### config.mk
export PLATFORM = sky130hd
export DESIGN_NAME = sha2_sched_pair
export DESIGN_NICKNAME = d
export VERILOG_FILES = /design/src/rtl/sha2_sched_pair.sv
export SDC_FILE = /design/constraint.sdc
export NUM_CORES = 2
export LEC_CHECK = 0
export ABC_AREA = 0
export BUFFER_PORTS_ARGS = -buffer_cell sky130_fd_sc_hd__buf_2
export CAP_MARGIN = 20
export CORE_MARGIN = 2
export CORE_UTILIZATION = 64
export DETAILED_ROUTE_END_ITERATION = 12
export PLACE_DENSITY = 0.94
export SLEW_MARGIN = 20
export SYNTH_ARGS = -nofsm -noshare
export SYNTH_HDL_FRONTEND = slang
export SYNTH_SLANG_ARGS = --single-unit
### constraint.sdc
create_clock -name clk -period 6.8 [get_ports clk]
set_input_delay 1.36 -clock clk [delete_from_list [all_inputs] [get_ports clk]]
set_output_delay 1.36 -clock clk [all_outputs]
set_load 0.01 [all_outputs]
### src/rtl/sha2_sched_pair.sv
module sha2_sched_pair #(
  parameter int WMAX    = 64,
  parameter int WNARROW = 32,
  parameter int WIN     = 16,
  parameter int SCHED_N = 64,
  parameter int SCHED_W = 80
) (
  input  logic                              clk,
  input  logic                              rst_n,
  input  logic                              mode_wide,
  input  logic                              load_valid,
  input  logic [WMAX-1:0]                   load_word,
  output logic                              pair_valid,
  output logic                              pair_last,
  output logic [$clog2(SCHED_W/2)-1:0]      pair_idx,
  output logic [WMAX-1:0]                   w_even,
  output logic [WMAX-1:0]                   w_odd
);
  localparam int IDXW = $clog2(SCHED_W/2);
  localparam int LDW  = $clog2(WIN);
  localparam logic [IDXW-1:0] LAST_N = IDXW'(SCHED_N/2 - 1);
  localparam logic [IDXW-1:0] LAST_W = IDXW'(SCHED_W/2 - 1);

  logic            computing;
  logic            mode_q;
  logic [LDW-1:0]  ld_cnt;
  logic [WMAX-1:0] win [WIN];
  logic [WMAX-1:0] new0, new1;
  logic            mode_ld;

  function automatic logic [WMAX-1:0] fit(input logic [WMAX-1:0] x, input logic wide);
    return wide ? x : WMAX'(x[WNARROW-1:0]);
  endfunction

  function automatic logic [WMAX-1:0] rotr(input logic [WMAX-1:0] x, input int n, input logic wide);
    logic [WNARROW-1:0] lo;
    lo = x[WNARROW-1:0];
    if (wide) return (x >> n) | (x << (WMAX - n));
    return WMAX'((lo >> n) | (lo << (WNARROW - n)));
  endfunction

  function automatic logic [WMAX-1:0] sig0(input logic [WMAX-1:0] x, input logic wide);
    if (wide) return rotr(x, 1, 1'b1) ^ rotr(x, 8, 1'b1) ^ (x >> 7);
    return rotr(x, 7, 1'b0) ^ rotr(x, 18, 1'b0) ^ (fit(x, 1'b0) >> 3);
  endfunction

  function automatic logic [WMAX-1:0] sig1(input logic [WMAX-1:0] x, input logic wide);
    if (wide) return rotr(x, 19, 1'b1) ^ rotr(x, 61, 1'b1) ^ (x >> 6);
    return rotr(x, 17, 1'b0) ^ rotr(x, 19, 1'b0) ^ (fit(x, 1'b0) >> 10);
  endfunction

  assign new0 = fit(sig1(win[WIN-2], mode_q) + win[WIN-7] + sig0(win[1], mode_q) + win[0], mode_q);
  assign new1 = fit(sig1(win[WIN-1], mode_q) + win[WIN-6] + sig0(win[2], mode_q) + win[1], mode_q);

  assign mode_ld    = (ld_cnt == '0) ? mode_wide : mode_q;
  assign pair_valid = computing;
  assign pair_last  = computing && (pair_idx == (mode_q ? LAST_W : LAST_N));
  assign w_even     = win[0];
  assign w_odd      = win[1];

  always_ff @(posedge clk or negedge rst_n) begin
    if (!rst_n) begin
      computing <= 1'b0;
      mode_q    <= 1'b0;
      ld_cnt    <= '0;
      pair_idx  <= '0;
      for (int j = 0; j < WIN; j++) win[j] <= '0;
    end else if (computing) begin
      for (int j = 0; j < WIN-2; j++) win[j] <= win[j+2];
      win[WIN-2] <= new0;
      win[WIN-1] <= new1;
      if (pair_last) begin
        computing <= 1'b0;
        pair_idx  <= '0;
      end else begin
        pair_idx  <= pair_idx + 1'b1;
      end
    end else if (load_valid) begin
      for (int j = 0; j < WIN-1; j++) win[j] <= win[j+1];
      win[WIN-1] <= fit(load_word, mode_ld);
      mode_q     <= mode_ld;
      if (ld_cnt == LDW'(WIN-1)) begin
        ld_cnt    <= '0;
        computing <= 1'b1;
      end else begin
        ld_cnt    <= ld_cnt + 1'b1;
      end
    end
  end
endmodule


== Word-level counts from Yosys, hierarchy flattened ==
Cells that the tools add are included.
Word-level totals
  register bits: 1036
Cells by class
  equal/unequal tests: 2
  $add $sub $neg: 8
  multiplexer cells: 39
  reduce and logical (&&, ||, !) cells: 4
  bitwise logic cells: 37
Operator list (number)
  $mux 1024: 2
  $mux 64: 27
  $add 64x64->64: 6
  $xor 64x64->64: 4
  $or 3x64->64: 2
  $or 45x64->64: 2
  $or 56x64->64: 2
  $or 63x64->64: 2
  $xor 64x57->64: 2
  $xor 64x58->64: 2
  $or 31x63->63: 2
  $or 25x57->57: 2
  $xor 57x29->57: 2
  $xor 57x46->57: 2
  $or 24x56->56: 2
  $or 15x47->47: 2
  $xor 47x22->47: 2
  $xor 47x45->47: 2
  $or 14x46->46: 2
  $or 13x45->45: 2
  $mux 6: 2
  $mux 1: 7
  $add 6x1->6 const B: 1
  $eq 6x6->1: 1
  8 further kinds: 8

== Longest topological paths before layout ==
  depth after elaboration: 12
  depth in mapped cells: 22

== Least setup slack after synthesis ==
Ideal clock, no wire load.
  path type: register -> register
  start point: register mode_q
  end point: register win[27] in the netlist's numbering
  data arrival time: 4.995 ns
  stages on the path, launching flop included: 21
  path buffers: 3
  slack: 1.669 ns
  setup time: 0.136 ns
  data required time: 6.664 ns
  cells stage by stage: dfrtp_1 > clkbuf_1 > clkbuf_1 > clkbuf_1 > o21ai_0 > xnor2_1 > fa_1 > inv_1 > fa_1 > ha_1 > fa_1 > a211oi_1 > nor4_1 > nor3_1 > o21ai_0 > a21boi_0 > o21ai_0 > a221oi_1 > o21bai_1 > xnor2_1 > o21ai_0
On the way
  cells in the longest elaborated chain, start to end: 7
Ends and longest elaborated chain
  from (decl): line 25  | logic mode_q;
  from (signal assigned): line 81  | mode_q <= mode_ld;
  $mux 1 (*): line 43, 48
  $mux 64: line 49  | return rotr(x, 17, 1'b0) ^ rotr(x, 19, 1'b0) ^ (fit(x, 1'b0) >> 10);
  $add 64x64->64: line 53  | assign new1 = fit(sig1(win[WIN-1], mode_q) + win[WIN-6] + sig0(win[2], mode_q) + win[1], mode_q);
  $add 64x64->64 (*) (2 in series): line 53
  $mux 64 (*): line 32  | return wide ? x : WMAX'(x[WNARROW-1:0]);
  $mux 1024 (*): line 68  | end else if (computing) begin
  to (signal, indexed assignment): line 70  | win[WIN-2] <= new0;
  to (signal, indexed assignment): line 71  | win[WIN-1] <= new1;
  to (signal, indexed assignment): line 80  | win[WIN-1] <= fit(load_word, mode_ld);
  to (decl): line 27  | logic [WMAX-1:0] win [WIN];
Mark *: on every way between the ends. The rest lies on a longest branch, timed or not.
A chain may end at the register's enable or synchronous reset.

== Final worst setup path ==
Ends and elaborated chain as after synthesis.

==> summary.md <==
| Metric | Value |
|---|---|
| Worst path depth | `18` |
| Nets | `7,922` |
| Global-route wire length before repair | `381.2 mm` |
| Crit-path max cell delay | `600 ps` |
| Final min period | `6176 ps` |
| Critical path launch point type | `register` |
| Die Wd | `336.9 um` |
| Avg WL per Cell | `29.33 um` |
| Top-count cell post-synth | `nand2_1` |
| Synth top cells by count | `nand2_1, o21ai_0, dfrtp_1, mux2i_1, clkbuf_1` |
| CP Cell Sequence | `inv_2 > nor2_1 > a21oi_1 > xnor2_1 > fa_1 > fa_1 > ha_1 > fa_1 > a211oi_1 > nor4_1 > nor3_1 > o21ai_0 > a21boi_0 > o21ai_0 > a221oi_1 > o21bai_1 > xnor2_1 > o21ai_0` |
| Yosys top cell area share | `36.56%` |
| Dominant cells by area after synthesis | `dfrtp_1, mux2i_1, o21ai_0` |
| Fin. max-slew vios | `0` |
| DRT Pass-1 Iters | `7` |
| Min-delay worst type | `register to register` |
| Worst-Skew Late Latency | `750 ps` |
| Finish-stage setup viols | `0` |
| Post_cts resized | `0` |
| Final weighted congestion in routability-driven placement | `between 1 and 1.5` |
| Die Height | `between 300 and 400 um` |
| Peak Freq | `0.1619 GHz` |
| Initial antenna violation count | `18` |
| Final WS setup | `between 600 and 700 ps` |
| Largest net degree at the start of global routing | `326` |
| Clock sink count | `1,036` |
| Drt first-iter violations | `8,420` |
| Critical path class | `register to register` |
| Clock H-tree levels | `3` |
| TritonCTS clock tree | `done` |
| Antenna viol nets, final | `0` |
| GRT Total Usage | `46.48%` |
| Syn_area_per_cell | `around 9.1 um2` |
| CTS Hold Bufs | `0` |
| Synth Flop Type | `dfrtp_1` |
| Reg2Reg Depth | `18` |
| Hold depth | `2` |
| Number of port buffers | `203` |
| Row cnt | `122` |
| Post-Syn Area | `70,920 um2` |
| Detailed Place HPWL | `192.6 mm` |
| Final setup TNS | `0 ps` |
| Via density | `6.504` |
| Final design area excluding fillers | `around 76,000 um2` |
| Worst-Margin Slew | `1269 ps` |
| Core box area | `110,200 um2` |
| Layout cells sized above 1 | `7.894%` |
| CTS root buffer | `clkbuf_16` |
| Status | `completed` |
| Final hold violation count | `0` |
| Total number of vias | `~59,000` |
| Placement Cell Area | `71,770 um2` |
| CP bufs+invs | `1` |
| Inserted Clock Buffers | `108` |
| Max_slew headroom | `14.78%` |
| Max-cap violations | `0` |
| WL final | `265.6 mm` |
| Sequential area share after synthesis | `between 30% and 40%` |
| Clk buf depth | `3` |
| Number of distinct library cells after synthesis | `73` |
| Layout fillers | `8,030` |
| Reg clk slew, reported paths | `60 ps` |
| Syn. warnings | `0` |
| Pre-CTS setup slack | `859.0 ps` |
| EDFF count, synth | `0` |
| Vias in the first global route | `56,790` |
| Data arrival, critical path | `slightly below 7000 ps` |
| Area delta synth->final | `6.562%` |
| Crit path max fanout | `26` |
| Period Utilization, post-route | `90.82%` |
| Initial Util | `between 60% and 70%` |
| Cells after synthesis | `7,820` |
| Dominant delay contributor by cell family on the critical path | `compound AO/OA/AOI/OAI gates` |
| Die area | `113,500 um2` |
| #FFs+latches synth | `1,036` |
| Drc violations | `0` |
| Post-CTS Setup Bufs | `0` |
| Syn nets | `8,269` |
| Top Ports | `a little over 200` |
| Cell accounting for the most synthesized area | `dfrtp_1` |
| Final Skew | `between 30 and 40 ps` |
| Worst setup EP type | `register` |
| Gr ovfl total | `0` |
| RSZ-0062 raised after global routing | `false` |
| Async S/R FF share, synth | `between 90% and 100%` |
| CP Data Required Time | `7410 ps` |
| Slowest CP cell | `dfrtp_4` |
cell usage in the layout, fill, tap and decap left out, drive strengths merged, types with 15 or more instances in the layout:
cell    synthesis  layout
dfrtp        1036    1036
a21oi         285     285
mux2i        1000    1000
o21bai         25      25
xnor2         618     618
nor2          240     240
nand4          35      35
nor3           28      28
a22oi          17      17
inv           488     497
and3           20      20
o21a           15      15
a31oi          18      18
mux2           16      16
a21o           89      89
nand3          32      32
o22ai          38      38
buf           188     375
ha            129     129
clkbuf        644     140
o21ai        1110    1110
xor2          200     200
nand2        1139    1139
a211oi         19      19
clkinv          0      34
fa            252     252
layout make-up:
| cell class | instances | area, um2 | area share [%] |
|---|---|---|---|
| Antenna cell | 7 | 17.52 | 0.02318 |
| Clock buffer | 140 | 3047 | 4.032 |
| Clock inverter | 60 | 704.4 | 0.9322 |
| Inverter | 488 | 1832 | 2.424 |
| Multi-Input combinational cell | 5464 | 39550 | 52.34 |
| Sequential cell | 1036 | 25930 | 34.32 |
| Tap cell | 1488 | 1862 | 2.464 |
| Timing Repair Buffer | 375 | 2623 | 3.470 |
routing by layer:
layer / wire length, um / global-route usage [%] / part of all wire, % / up-vias
met1: 95410 / 58.55 / 36 / 28720
met4: 23630 / 33.56 / 8.9 / 21
li1: - / - / - / 25080
met5: 261 / 0.6383 / 0.098 / -
met2: 107400 / 64.30 / 40 / 3866
met3: 38900 / 19.00 / 15 / 1231
metrics by stage:
| step | utilization [%] | instances | hold WS (ps) |
|---|---|---|---|
| after detailed placement | 65.12 | 8850 | 492.6 |
| after CTS | 68.52 | 9050 | 504.1 |
| final | 68.57 | 9058 | 490.5 |
| after global placement | 65.12 | 8850 | 480.8 |
| after floorplan | - | 7820 | 470.4 |
| after global routing | 68.55 | 9052 | 534.2 |
worst reg2reg max path: stages (launching register included):
cell	delay, ps
dfrtp_4	600
inv_2	350
nor2_1	100
a21oi_1	160
xnor2_1	110
fa_1	430
fa_1	470
ha_1	280
fa_1	520
a211oi_1	540
nor4_1	150
nor3_1	560
o21ai_0	220
a21boi_0	530
o21ai_0	250
a221oi_1	470
o21bai_1	130
xnor2_1	130
o21ai_0	80
cell families (layout without fill, tap and decap cells):
logic type / Yosys count / after routing / synth area share [%]
DFF: 1036 / 1036 / 36.56
buffers and inverters: 1320 / 1063 / 7.682
and+or+nand+nor: 1550 / 1550 / 8.744
xor gates and xnor gates: 818 / 818 / 10.10
adders and majority gates: 381 / 381 / 9.390
muxes: 1016 / 1016 / 14.37
other: 0 / 7 / 0
AOI/OAI and AO/OA: 1699 / 1699 / 13.16
sequential cells by signal, indices dropped and copies added, names as in the netlist:
signal,cells
win,896
w_even,64
w_odd,64
pair_idx,6
ld_cnt,4
mode_q,1
pair_valid,1
path summary, 6_finish.rpt:
| kind | start | to | slack, ps |
|---|---|---|---|
| min in group asynchronous | rst_n | win[644]$_DFFE_PN0P_ | 670 |
| worst min-delay path | win[645]$_DFFE_PN0P_ | win[773]$_DFFE_PN0P_ | 490 |
| worst max-delay path | mode_q$_DFFE_PN0P_ | win[27]$_DFFE_PN0P_ | 620 |
| max in group asynchronous | rst_n | win[277]$_DFFE_PN0P_ | 4650 |
| worst max register to register | mode_q$_DFFE_PN0P_ | win[27]$_DFFE_PN0P_ | 620 |
| worst min register to register | win[645]$_DFFE_PN0P_ | win[773]$_DFFE_PN0P_ | 490 |
Power is left out: the tool's default activity adds up to more than one toggle a clock period on the data nets, which glitch-free logic cannot reach.
